### src/rtl/cec_pkg.sv
package cec_pkg;
  typedef struct packed {
    logic step;
    logic wrCmpLo;
    logic wrCmpHi;
  } dpStrobe_t;
endpackage

### src/rtl/cec_ctrl.sv
module cec_ctrl
  import cec_pkg::*;
#(
  parameter int BYTE_W      = 8,
  parameter int ADDR_W      = 3,
  parameter int SYNC_STAGES = 2
) (
  input  logic                clk,
  input  logic                rstN,
  input  logic                pulseIn,
  input  logic                regWe,
  input  logic [ADDR_W-1:0]   regAddr,
  input  logic [BYTE_W-1:0]   regWdata,
  input  logic [2*BYTE_W-1:0] countVal,
  input  logic [2*BYTE_W-1:0] cmpVal,
  output dpStrobe_t           strobe,
  output logic [BYTE_W-1:0]   regRdata,
  output logic                enLo,
  output logic                enHi,
  output logic                casc,
  output logic                active
);
  localparam logic [ADDR_W-1:0] A_CTRL_LO = ADDR_W'(0);
  localparam logic [ADDR_W-1:0] A_CTRL_HI = ADDR_W'(1);
  localparam logic [ADDR_W-1:0] A_EDGE_LO = ADDR_W'(2);
  localparam logic [ADDR_W-1:0] A_EDGE_HI = ADDR_W'(3);
  localparam logic [ADDR_W-1:0] A_CMP_LO  = ADDR_W'(4);
  localparam logic [ADDR_W-1:0] A_CMP_HI  = ADDR_W'(5);
  localparam logic [ADDR_W-1:0] A_CNT_LO  = ADDR_W'(6);
  localparam logic [ADDR_W-1:0] A_CNT_HI  = ADDR_W'(7);

  logic [SYNC_STAGES-1:0] syncQ;
  logic                   prevQ;
  logic                   edgeRise;
  logic [BYTE_W-1:0]      edgeHiQ;
  logic                   errFlag;
  logic                   seenRise;
  logic                   seenFall;
  logic                   cmpWrite;

  // synchroniser chain and edge history
  always_ff @(posedge clk) begin
    if (!rstN) begin
      syncQ <= '0;
      prevQ <= 1'b0;
    end else begin
      syncQ <= {syncQ[SYNC_STAGES-2:0], pulseIn};
      prevQ <= syncQ[SYNC_STAGES-1];
    end
  end

  assign seenRise = syncQ[SYNC_STAGES-1] & ~prevQ;
  assign seenFall = ~syncQ[SYNC_STAGES-1] & prevQ;
  assign active   = enLo & enHi & casc;
  assign cmpWrite = regWe & ((regAddr == A_CMP_LO) | (regAddr == A_CMP_HI));

  always_ff @(posedge clk) begin
    if (!rstN) begin
      enLo     <= 1'b0;
      enHi     <= 1'b0;
      casc     <= 1'b0;
      edgeRise <= 1'b0;
      edgeHiQ  <= '0;
      errFlag  <= 1'b0;
    end else if (regWe) begin
      unique case (regAddr)
        A_CTRL_LO: begin
          enLo <= regWdata[0] & enHi;
          if (regWdata[BYTE_W-1]) errFlag <= 1'b0;
        end
        A_CTRL_HI: begin
          enHi <= regWdata[0];
          casc <= regWdata[1];
        end
        A_EDGE_LO: edgeRise <= regWdata[0];
        A_EDGE_HI: edgeHiQ  <= regWdata;
        default: if (cmpWrite && active) errFlag <= 1'b1;
      endcase
    end
  end

  always_comb begin
    strobe.step    = active & (edgeRise ? seenRise : seenFall);
    strobe.wrCmpLo = cmpWrite & ~active & (regAddr == A_CMP_LO);
    strobe.wrCmpHi = cmpWrite & ~active & (regAddr == A_CMP_HI);
  end

  always_comb begin
    regRdata = '0;
    unique case (regAddr)
      A_CTRL_LO: begin
        regRdata[0]        = enLo;
        regRdata[BYTE_W-1] = errFlag;
      end
      A_CTRL_HI: regRdata[1:0] = {casc, enHi};
      A_EDGE_LO: regRdata[0]   = edgeRise;
      A_EDGE_HI: regRdata      = edgeHiQ;
      A_CMP_LO:  regRdata      = cmpVal[BYTE_W-1:0];
      A_CMP_HI:  regRdata      = cmpVal[2*BYTE_W-1:BYTE_W];
      A_CNT_LO:  regRdata      = countVal[BYTE_W-1:0];
      A_CNT_HI:  regRdata      = countVal[2*BYTE_W-1:BYTE_W];
      default:   regRdata      = '0;
    endcase
  end
endmodule

### src/rtl/cec_datapath.sv
module cec_datapath
  import cec_pkg::*;
#(
  parameter int BYTE_W = 8
) (
  input  logic                clk,
  input  logic                rstN,
  input  dpStrobe_t           strobe,
  input  logic [BYTE_W-1:0]   wrData,
  output logic [2*BYTE_W-1:0] countVal,
  output logic [2*BYTE_W-1:0] cmpVal,
  output logic                matchIrq
);
  localparam int CNT_W = 2 * BYTE_W;
  localparam int LANES = CNT_W / BYTE_W;

  logic hit;

  // one compare byte lane per channel
  for (genvar lane = 0; lane < LANES; lane++) begin : g_cmpLane
    logic laneWr;
    assign laneWr = (lane == 0) ? strobe.wrCmpLo : strobe.wrCmpHi;
    always_ff @(posedge clk) begin
      if (!rstN) cmpVal[lane*BYTE_W +: BYTE_W] <= '0;
      else if (laneWr) cmpVal[lane*BYTE_W +: BYTE_W] <= wrData;
    end
  end

  assign hit = (countVal == cmpVal);

  always_ff @(posedge clk) begin
    if (!rstN) begin
      countVal <= '0;
      matchIrq <= 1'b0;
    end else begin
      matchIrq <= strobe.step & hit;
      if (strobe.step) countVal <= hit ? '0 : countVal + CNT_W'(1);
    end
  end
endmodule

### src/rtl/cascade_event_counter.sv
module cascade_event_counter
  import cec_pkg::*;
#(
  parameter int BYTE_W      = 8,
  parameter int ADDR_W      = 3,
  parameter int SYNC_STAGES = 2
) (
  input  logic              clk,
  input  logic              rstN,
  input  logic              pulseIn,
  input  logic              regWe,
  input  logic [ADDR_W-1:0] regAddr,
  input  logic [BYTE_W-1:0] regWdata,
  output logic [BYTE_W-1:0] regRdata,
  output logic              matchIrq
);
  localparam int CNT_W = 2 * BYTE_W;

  dpStrobe_t        strobe;
  logic [CNT_W-1:0] countVal;
  logic [CNT_W-1:0] cmpVal;
  logic             enLo;
  logic             enHi;
  logic             casc;
  logic             active;

  cec_ctrl #(.BYTE_W(BYTE_W), .ADDR_W(ADDR_W), .SYNC_STAGES(SYNC_STAGES)) ctrl_i (
    .clk(clk), .rstN(rstN), .pulseIn(pulseIn), .regWe(regWe), .regAddr(regAddr),
    .regWdata(regWdata), .countVal(countVal), .cmpVal(cmpVal), .strobe(strobe),
    .regRdata(regRdata), .enLo(enLo), .enHi(enHi), .casc(casc), .active(active)
  );

  cec_datapath #(.BYTE_W(BYTE_W)) dp_i (
    .clk(clk), .rstN(rstN), .strobe(strobe), .wrData(regWdata),
    .countVal(countVal), .cmpVal(cmpVal), .matchIrq(matchIrq)
  );
endmodule

### config.mk
export PLATFORM = sky130hd
export DESIGN_NAME = cascade_event_counter
export DESIGN_NICKNAME = d
export VERILOG_FILES = /design/src/rtl/cec_pkg.sv /design/src/rtl/cec_ctrl.sv /design/src/rtl/cec_datapath.sv /design/src/rtl/cascade_event_counter.sv
export SDC_FILE = /design/constraint.sdc
export NUM_CORES = 1
export LEC_CHECK = 0
export BUFFER_PORTS_ARGS = -buffer_cell sky130_fd_sc_hd__buf_2
export CAP_MARGIN = 0
export CORE_MARGIN = 2
export CORE_UTILIZATION = 28
export DETAILED_ROUTE_END_ITERATION = 8
export GPL_ROUTABILITY_DRIVEN = 0
export PLACE_DENSITY = 0.54
export SETUP_SLACK_MARGIN = 0.1
export SKIP_CTS_REPAIR_TIMING = 1
export SYNTH_ARGS = -nofsm -noshare
export SYNTH_HDL_FRONTEND = slang
export SYNTH_SLANG_ARGS = --single-unit
### constraint.sdc
create_clock -name clk -period 1.8 [get_ports clk]
set_input_delay 0 -clock clk [delete_from_list [all_inputs] [get_ports clk]]
set_output_delay 0 -clock clk [all_outputs]
set_load 0.1 [all_outputs]
# --- After elaboration in Yosys (flattened, before gate mapping) ---
# Cells that the tools add are included.
totals:
  input_bits: 15
  word_cells: 56
  n_memories: 0
  out_inout_bits: 9
  latch_bits: 0
  mem_bits_rw: 0
  reg_bits: 49
  mem_bits_ro: 0
classes:
  shift: 0
  eq_ne: 9
  n_mux: 9
  order_cmp: 0
  n_div: 0
  n_bitwise: 16
  add_sub_neg: 1
  n_reduce_logical: 9
  multipliers: 0
ops:
  columns: ["operator", "n"]
  rows:
  - ["5-bit one-hot mux with 5 select lines", 1]
  - ["16-bit by 1-bit adder with 16-bit output, second input constant", 1]
  - ["16-bit == test", 1]
  - ["16-bit two-way mux", 1]
  - ["3-bit == test, second input constant", 4]
  - ["1-bit one-hot mux with 6 select lines", 2]
  - ["1-bit AND", 11]
  - ["1-bit one-hot mux with 8 select lines", 1]
  - ["2-bit AND reduction", 4]
  - ["3-bit by 2-bit == test with 1-bit output, second input constant", 2]
  - ["1-bit NOT", 4]
  - ["4-bit AND reduction", 1]
  - ["3-bit by 1-bit == test with 1-bit output, second input constant", 1]
  - ["3-bit zero test", 1]
  - ["1-bit two-way mux", 3]
  - ["3-bit OR reduction", 1]
  - ["2-bit != test, second input constant", 1]
  - ["1-bit one-hot mux with 2 select lines", 1]
  - ["2-bit nonzero test", 1]
  - ["1-bit logical AND", 1]
  - ["1-bit bitwise OR", 1]

# --- Longest topological paths before layout ---
# Gate-level depths: netlist (run 1).
logic_depth:
  word_depth: 6
  ltp_mapped: 7
  depth_no_buf: 5

# --- By module ---
# From an unflattened synthesis (run 1), not the netlist that was laid out.
hier_totals:
  cells_unflattened: 284
  area_unflattened_um2: 2672.6
by_module_without_submodules:
  columns: ["mod", "seq_area_each_um2", "cells_each", "area_per_inst_um2", "instances"]
  rows:
  - ["cec_datapath", 660.6, 161, 1605.3, 1]
  - ["cec_ctrl", 320.3, 123, 1067.3, 1]

# --- Worst setup path before layout (run 1) ---
# No wires, ideal clock.
synth_timing:
  path_kind: "in2out"
  from: "input regAddr[0]"
  to: "output regRdata[7]"
  slack_ns: -0.990
  t_arrival_ns: 2.790
  required_ns: 1.800
  path_buffers: 2
  stages: 6
  cell_sequence: "clkbuf_1 clkbuf_1 nand2_1 nor2_1 a21oi_1 o21ai_0"
synth_via:
  elab_chain_len: 2
  word_cells_on_any_way: 7
  cone_classes: "eq/ne (5); mux (1); reduce/logical (1)"
synth_lines:
  columns: ["item", "line_no", "text"]
  rows:
  - ["from (decl)", "cascade_event_counter.sv:12", "input logic [ADDR_W-1:0] regAddr,"]
  - ["3-bit == test, or another cell as far along", "cec_ctrl.sv:90", "unique case (regAddr)"]
  - ["1-bit one-hot mux with 6 select lines *", "cec_ctrl.sv:90", null]
  - ["to (decl)", "cascade_event_counter.sv:14", "output logic [BYTE_W-1:0] regRdata,"]
# Mark *: on every way between the ends. The rest lies on a longest branch, timed or not.

# --- Worst setup path in the final report (run 1) ---
layout_timing:
  from: "register dp_i.countVal[10]"
  to: "register dp_i.countVal[14]"
layout_via:
  elab_chain_len: 2
  word_cells_on_any_way: 3
  cone_classes: "add/sub (1); eq/ne (1); mux (1)"
layout_lines:
  columns: ["item", "line_no", "text"]
  rows:
  - ["from (decl)", "cec_datapath.sv:10", "output logic [2*BYTE_W-1:0] countVal,"]
  - ["from (signal assigned)", "cec_datapath.sv:37", "if (strobe.step) countVal <= hit ? '0 : countVal + CNT_W'(1);"]
  - ["16-bit by 1-bit adder with 16-bit output / 16-bit == test (equally long branches)", "cec_datapath.sv:37, cec_datapath.sv:29", null]
  - ["16-bit two-way mux *", "cec_datapath.sv:37", null]
# Marks and branches as above.
# A chain may end at the register's enable or synchronous reset.

==> qor.yml, run 1 <==
cap_violations: 0
setup_tns_ps: 0
die_area_um2: 9740
syn_inst: 286
antenna_found_initial: 0
path_cells: "xor2_1 > nor4_2 > nand2_1 > o31ai_4 > buf_12 > nor2_1"
fin_crit_sh_pct: 94.5
violations: "hold timing"
ys_seq_area_share_pct: 39.1
vdd_drop_max_uv: 340
grt_setup_unrepaired: "true"
numCtsBuffers: 5
cts.clk_slew.worst_paths_ps: 90
clock-sinks: 49
fp.dieW_um: 98.7
synth_warnings: 0
synth_area_um2: 2510
num_antenna_cells: 0
critical_path_arrival_ps: 1900
port_buffers: 23
synth-seq-cells: 49
drive_gt1_share_pct: 22.8
fmax_ghz: 0.588
clock_latency_ps: 310
slew_headroom_pct: 67.6
crit_required_ps: 2000
drc: 0
num_rows: 34
outcome: "finished with violations"
grt_max_degree: 31
die_y_um: 98.7
wl_per_cell_um: 15.0
drv_slew: 0
fin_crit_ps: 1700
drtIter0Drc: 76
layout.nets: 348
grtUsageTotal_pct: 13.7
power_density_nw_per_um2: 706
hpwlAfterDp_um: 4900
clockBufferDepth: 2
dominantRegCellSynth: "dfxtp_1"
syn_area_per_cell_um2: 8.78
layout.cells.non_filler: 441
grt_pass1_vias: 2021
hold_path.class: "input port to flop"
vias_per_cell: 4.92
setup_violations: 0
cts_tree: "yes"
tightest_slew_ps: 486
gr-total-overflow: 0
cp-start-kind: "flop"
syn-num-nets: 302
crit_slowest_cell: "dfxtp_1"
synth_edf_count: 0
synth.distinct_cells: 40
coreArea_um2: 8720
finalHoldViolations: 1
syn_to_final_growth_pct: 30.1
slowest_delay_ps: 370
cp-end-kind: "flop"
crit_type: "flop to flop"
vias: 2171
dp_cells: 420
cp_max_fo: 16
ant_nets: 0
finClkSkew_ps: 10.3
clockRootBuffer: "clkbuf_8"
power.total_mw: 2.30
grt_pass1_wl_um: 10700
postSynth.asyncResetShare_pct: 0
p_leak_nw: 1.40
start_util_pct: 28.8
whs_ps: -9.79
drt_pass1_iterations: 4
wirelength_um: 6630
ioPinCount: 24
htreeDepth: 2
[report_power, final]
part / switching (mW) / total [mW] / internal, mW
clock: 0.401 / 0.960 / 0.560
sequential: 0.0132 / 1.11 / 1.10
combinational: 0.136 / 0.230 / 0.0945
[final timing paths]
| path | startpoint | to | slack [ps] | cells after the start |
|---|---|---|---|---|
| max | dp_i.countVal[10] | dp_i.countVal[14] | 100 | 6 |
| min | regWdata[0] | ctrl_i.edgeHiQ[0] | -10 | 3 |
| max reg2reg | dp_i.countVal[10] | dp_i.countVal[14] | 100 | 6 |
| min reg2reg | ctrl_i.syncQ[0] | ctrl_i.syncQ[1] | 440 | 1 |
[sequential cells by signal (all words and copies together) (netlist names)]
signal           cells
ctrl_i.casc          1
ctrl_i.edgeHiQ       8
ctrl_i.edgeRise      1
ctrl_i.enHi          1
ctrl_i.enLo          1
ctrl_i.errFlag       1
ctrl_i.prevQ         1
ctrl_i.syncQ         2
dp_i.cmpVal         16
dp_i.countVal       16
dp_i.matchIrq        1
[area by class of cell]
type,count,area [um^2]
clock buffer,5,68.8
multi-input combinational,217,1490
timing repair buffer,55,498
sequential,49,987
inverter,4,15.0
fill,869,5460
tap,108,135
clock inverter,3,68.8
[logic make-up after synthesis]
group / after synthesis / synth area share (%)
buffers and inverters: 20 / 3.39
muxes: 32 / 13.0
DFF: 49 / 39.1
adders and majority gates: 1 / 0.498
xor gates and xnor gates: 31 / 10.8
AOI/OAI and AO/OA: 39 / 11.5
and+or+nand+nor: 114 / 21.8
[routing by layer]
layer | global-route usage (%) | wire, um | vias up
li1 | - | - | 1085
met1 | 18.8 | 3100 | 1044
met2 | 22.4 | 3240 | 37
met3 | 2.55 | 223 | 5
met4 | 3.37 | 61 | 0
met5 | 0 | 0 | -
[Yosys cell counts, drive strengths merged, types with 2 or more instances]
| cell type | n | share of area, % |
|---|---|---|
| a211oi | 2 | 1.1 |
| dfxtp | 49 | 39 |
| xor2 | 30 | 10 |
| mux2i | 28 | 11 |
| nor2 | 39 | 6.0 |
| nor3 | 2 | 0.40 |
| nor4 | 6 | 1.5 |
| o21ai | 8 | 1.6 |
| and2 | 5 | 1.2 |
| nand2 | 31 | 4.6 |
| nand3 | 5 | 1.0 |
| buf | 6 | 1.3 |
| nand2b | 2 | 0.50 |
| nand4 | 10 | 2.5 |
| clkbuf | 10 | 1.5 |
| nor2b | 2 | 0.50 |
| a22o | 10 | 3.5 |
| a21oi | 13 | 3.0 |
| a31oi | 2 | 0.50 |
| mux2 | 4 | 1.8 |
| and3 | 5 | 1.2 |
| inv | 4 | 0.60 |
| and4 | 2 | 0.70 |
[per-stage QoR]
| stage | hold WS, ps | utilization, % | instance area [um^2] | setup slack, ps |
|---|---|---|---|---|
| after detailed placement | 226 | 34.0 | 2970 | 89.7 |
| after floorplan | 97.0 | - | 2530 | 141 |
| after global placement | 215 | 34.0 | 2970 | 71.7 |
| final | -9.79 | 37.4 | 3260 | 98.6 |
| after CTS | -97.7 | 35.6 | 3110 | 60.1 |
| after global routing | 1.60 | 37.4 | 3260 | 37.8 |
[worst max-delay path, delay by kind of cell, from the launching register on]
kind	cells	cell delay, ps
AND/OR/NAND/NOR	3	570
AO/OA/AOI/OAI	1	280
flip-flops	1	370
buffers and inverters	1	180
XOR/XNOR	1	190
[placed cells by master (no fill, tap or decap), types with 3 or more instances in the layout]
cell type	instances
nand4_1	10
buf_2	16
clkbuf_8	5
and3_1	5
dfxtp_2	5
a21oi_1	12
xor2_1	30
dfxtp_1	44
o21ai_0	7
nand3_1	5
dlygate4sd3_1	10
nor4_1	3
buf_12	8
nor4_2	3
mux2_2	4
buf_4	21
mux2i_1	28
inv_1	3
nand2_1	31
and2_1	5
nor2_1	37
a22o_1	10
No activity file was read; power rests on OpenSTA's default activity.
==> run 2, diff against run 1 <==
--- a/config.mk
+++ b/config.mk
@@ -8,10 +8,10 @@
 export BUFFER_PORTS_ARGS = -buffer_cell sky130_fd_sc_hd__buf_2
 export CAP_MARGIN = 0
 export CORE_MARGIN = 2
-export CORE_UTILIZATION = 28
+export CORE_UTILIZATION = 45
 export DETAILED_ROUTE_END_ITERATION = 8
 export GPL_ROUTABILITY_DRIVEN = 0
-export PLACE_DENSITY = 0.54
+export PLACE_DENSITY = 0.75
 export SETUP_SLACK_MARGIN = 0.1
 export SKIP_CTS_REPAIR_TIMING = 1
 export SYNTH_ARGS = -nofsm -noshare
==> qor.yml, run 2 (synthesized netlist as in run 1, its figures left out) <==
drc: 0
slew_headroom_pct: 59.7
largestRegisters: "dp_i.cmpVal: 16 flops, dp_i.countVal: 16 flops, ctrl_i.edgeHiQ: 8 flops"
fin_crit_ps: 1660
cp-start-kind: "flop"
layout.nets: 344
vias_per_cell: 5.46
vdd_drop_max_uv: 335
num_rows: 27
grt_setup_unrepaired: "false"
drv_slew: 0
hpwlAfterDp_um: 4410
die_area_um2: 6190
cts_tree: "yes"
critical_path_arrival_ps: 1890
vias: 2190
grt_pass1_wl_um: 10100
clockBufferDepth: 2
wl_per_cell_um: 15.5
clock-sinks: 49
drtIter0Drc: 105
fp.dieW_um: 78.7
num_antenna_cells: 0
ioPinCount: 24
power_density_nw_per_um2: 683
die_y_um: 78.7
cap_violations: 0
cts.clk_slew.worst_paths_ps: 90
gr-total-overflow: 0
start_util_pct: 46.1
grt_max_degree: 31
crit_type: "flop to flop"
final_cell_mix: "dfxtp_1 (44), nor2_1 (37), nand2_1 (31)"
ant_nets: 0
setup_violations: 0
crit_required_ps: 2030
outcome: "finished clean"
layout.cells.non_filler: 401
p_leak_nw: 1.36
port_buffers: 23
htreeDepth: 2
clockRootBuffer: "clkbuf_8"
setup_tns_ps: 0
dpl_cell_area_um2: 2900
drive_gt1_share_pct: 21.3
finClkSkew_ps: 9.16
hold_path.class: "input port to flop"
cp-end-kind: "flop"
wirelength_um: 6220
antenna_found_initial: 0
syn_to_final_growth_pct: 25.8
tightest_slew_ps: 602
numCtsBuffers: 5
cp_max_fo: 5
fmax_ghz: 0.602
final_common_cell: "dfxtp_1"
whs_ps: 56.6
grt_pass1_vias: 2100
power.total_mw: 2.16
fin_crit_sh_pct: 92.3
dp_cells: 381
clock_latency_ps: 300
drt_pass1_iterations: 4
finalHoldViolations: 0
coreArea_um2: 5440
grtUsageTotal_pct: 20.9
fillers: 457
final_area_um2: 3160
-- run 2: layout make-up --
cell class	instances	area (um^2)	share of cell area, %
well taps	72	90.1	2.85
multi-input cells	217	1470	46.7
flip-flops and latches	49	987	31.3
clock buffers	6	82.6	2.62
inverters	4	15.0	0.476
clock inverters	2	37.5	1.19
repair buffers	51	472	14.9
-- run 2: stage by stage --
| stage | util, % | worst slack, ps |
|---|---|---|
| global route | 58.0 | 50.2 |
| floorplan | - | 141 |
| detailed placement | 53.3 | 68.7 |
| CTS | 55.5 | 50.1 |
| finish | 58.0 | 139 |
| global placement | 53.3 | 171 |
-- run 2: path summary, 6_finish.rpt --
path | startpoint | endpoint | slack [ps] | cells after the start
max | ctrl_i.syncQ[1] | dp_i.countVal[12] | 140 | 6
min | regWe | ctrl_i.errFlag | 60 | 3
max reg2reg | ctrl_i.syncQ[1] | dp_i.countVal[12] | 140 | 6
min reg2reg | ctrl_i.edgeHiQ[0] | ctrl_i.edgeHiQ[0] | 460 | 2
-- run 2: worst max-delay path, stage by stage, from the launching register on --
cell	delay, ps
dfxtp_2	350
or3b_4	430
a211oi_4	270
buf_6	150
nand4_1	120
xor2_1	160
nor2_1	110
-- run 2: where the power goes --
| group | switching (mW) | internal [mW] |
|---|---|---|
| Clock | 0.373 | 0.452 |
| Combinational | 0.129 | 0.0903 |
| Sequential | 0.0134 | 1.10 |
| Total | 0.516 | 1.64 |
-- run 2: metal layers --
layer	routed length [um]	global-route usage [%]	up-vias	part of all wire (%)
met3	315	4.02	14	5.1
li1	-	-	1073	-
met1	2640	25.4	1045	42
met5	0	0	-	0
met2	3130	36.2	58	50
met4	136	7.72	0	2.2
==> run 3, diff against run 2 <==
--- a/config.mk
+++ b/config.mk
@@ -11,7 +11,7 @@
 export CORE_UTILIZATION = 45
 export DETAILED_ROUTE_END_ITERATION = 8
 export GPL_ROUTABILITY_DRIVEN = 0
-export PLACE_DENSITY = 0.75
+export PLACE_DENSITY_LB_ADDON = 0.15
 export SETUP_SLACK_MARGIN = 0.1
 export SKIP_CTS_REPAIR_TIMING = 1
 export SYNTH_ARGS = -nofsm -noshare
==> qor.yml, run 3 (synthesized netlist as in run 1, its figures left out) <==
outcome: "finished with violations"
violations: "hold timing"
cts.clk_slew.worst_paths_ps: 90
hpwlAfterDp_um: 4730
cp-end-kind: "flop"
clockBufferDepth: 2
drv_slew: 0
cp_max_fo: 13
ant_nets: 0
final_cell_mix: "dfxtp_1 (49), nor2_1 (37), nand2_1 (31)"
critical_path_arrival_ps: 1810
grtUsageTotal_pct: 21.7
drc: 0
antenna_found_initial: 0
crit_required_ps: 1990
die_area_um2: 6190
fmax_ghz: 0.617
crit_slowest_cell: "or3b_4"
largestRegisters: "dp_i.cmpVal: 16 flops, dp_i.countVal: 16 flops, ctrl_i.edgeHiQ: 8 flops"
port_buffers: 23
fin_crit_sh_pct: 90.0
num_antenna_cells: 0
start_util_pct: 46.1
fillers: 503
hold_path.class: "input port to flop"
drt_pass1_iterations: 4
finalHoldViolations: 1
power_density_nw_per_um2: 624
layout.nets: 349
setup_tns_ps: 0
drtIter0Drc: 124
ioPinCount: 24
vias_per_cell: 5.42
tightest_slew_ps: 660
syn_to_final_growth_pct: 25.9
coreArea_um2: 5440
clock-sinks: 49
slowest_delay_ps: 430
numCtsBuffers: 5
clockRootBuffer: "clkbuf_8"
p_leak_nw: 1.36
setup_violations: 0
grt_pass1_wl_um: 10500
final_common_cell: "dfxtp_1"
finClkSkew_ps: 5.08
whs_ps: -22.9
die_y_um: 78.7
seq_area_um2: 981
wirelength_um: 6530
htreeDepth: 2
critical_path_buf_inv_count: 2
cap_violations: 0
grt_pass1_vias: 2038
fp.dieW_um: 78.7
critPathTopFamily: "simple AND/OR/NAND/NOR gates"
path_cells: "or3b_4 > a21oi_4 > inv_2 > o31ai_4 > buf_12 > nor2_1"
slew_headroom_pct: 56.0
grt_setup_unrepaired: "false"
fin_crit_ps: 1620
wl_per_cell_um: 16.1
multi_input_area_um2: 1500
grt_max_degree: 27
gr-total-overflow: 0
final_util_pct: 58.1
drive_gt1_share_pct: 21.6
clock_latency_ps: 290
cts_tree: "yes"
cp-start-kind: "flop"
vias: 2202
vdd_drop_max_uv: 458
num_rows: 27
crit_type: "flop to flop"
[run 3: cell types whose count changed in the layout (fill, tap and decap cells not counted), moves of 2 or more]
cell	before	now
buf_4	16	24
dfxtp_2	5	0
dfxtp_1	44	49
dlygate4sd3_1	10	7
clkbuf_1	0	2
[run 3: metal layers]
layer | GRT usage (%) | part of all wire, % | routed length, um | vias up
met3 | 3.33 | 2.8 | 181 | 4
li1 | - | - | - | 1091
met5 | 0 | 0 | 0 | -
met1 | 31.2 | 51 | 3300 | 1073
met4 | 4.21 | 0.61 | 40 | 0
met2 | 34.7 | 46 | 3010 | 34
[run 3: final timing paths]
path / start / to / slack, ps / depth (start not counted)
hold reg to reg: ctrl_i.syncQ[0] / ctrl_i.syncQ[1] / 440 / 1
hold / removal: regWdata[1] / ctrl_i.edgeHiQ[1] / -20 / 3
setup / recovery: ctrl_i.syncQ[1] / dp_i.countVal[10] / 180 / 6
setup reg to reg: ctrl_i.syncQ[1] / dp_i.countVal[10] / 180 / 6
[run 3: report_power, final]
part           internal (mW)  total (mW)  switching (mW)  leakage, nW
Clock                  0.276       0.636           0.360       0.0385
Sequential              1.10        1.11          0.0123        0.396
Combinational         0.0900       0.224           0.134        0.929
[run 3: area by class of cell]
class	instances	area share [%]
multi-input cells	218	47.4
well taps	72	2.85
clock inverters	1	0.238
inverters	4	0.475
clock buffers	7	2.42
repair buffers	55	15.5
flip-flops and latches	49	31.0
[run 3: worst reg2reg max path: cells and delay by family (launching register included)]
family / cells / cell delay, ps
AOI/OAI and AO/OA: 2 / 460
and+or+nand+nor: 2 / 490
buffers and inverters: 2 / 240
DFF: 1 / 340
[run 3: stage by stage]
step           setup WS (ps)  power, mW  std cells  area [um^2]
4_1_cts                  109       1.97        396         3040
3_3_place_gp             142       1.34        388         2950
6_report                 179       1.97        406         3160
5_1_grt                  108       2.05        406         3160
2_1_floorplan            141       1.27        286         2530
3_5_place_dp             132       1.34        388         2950
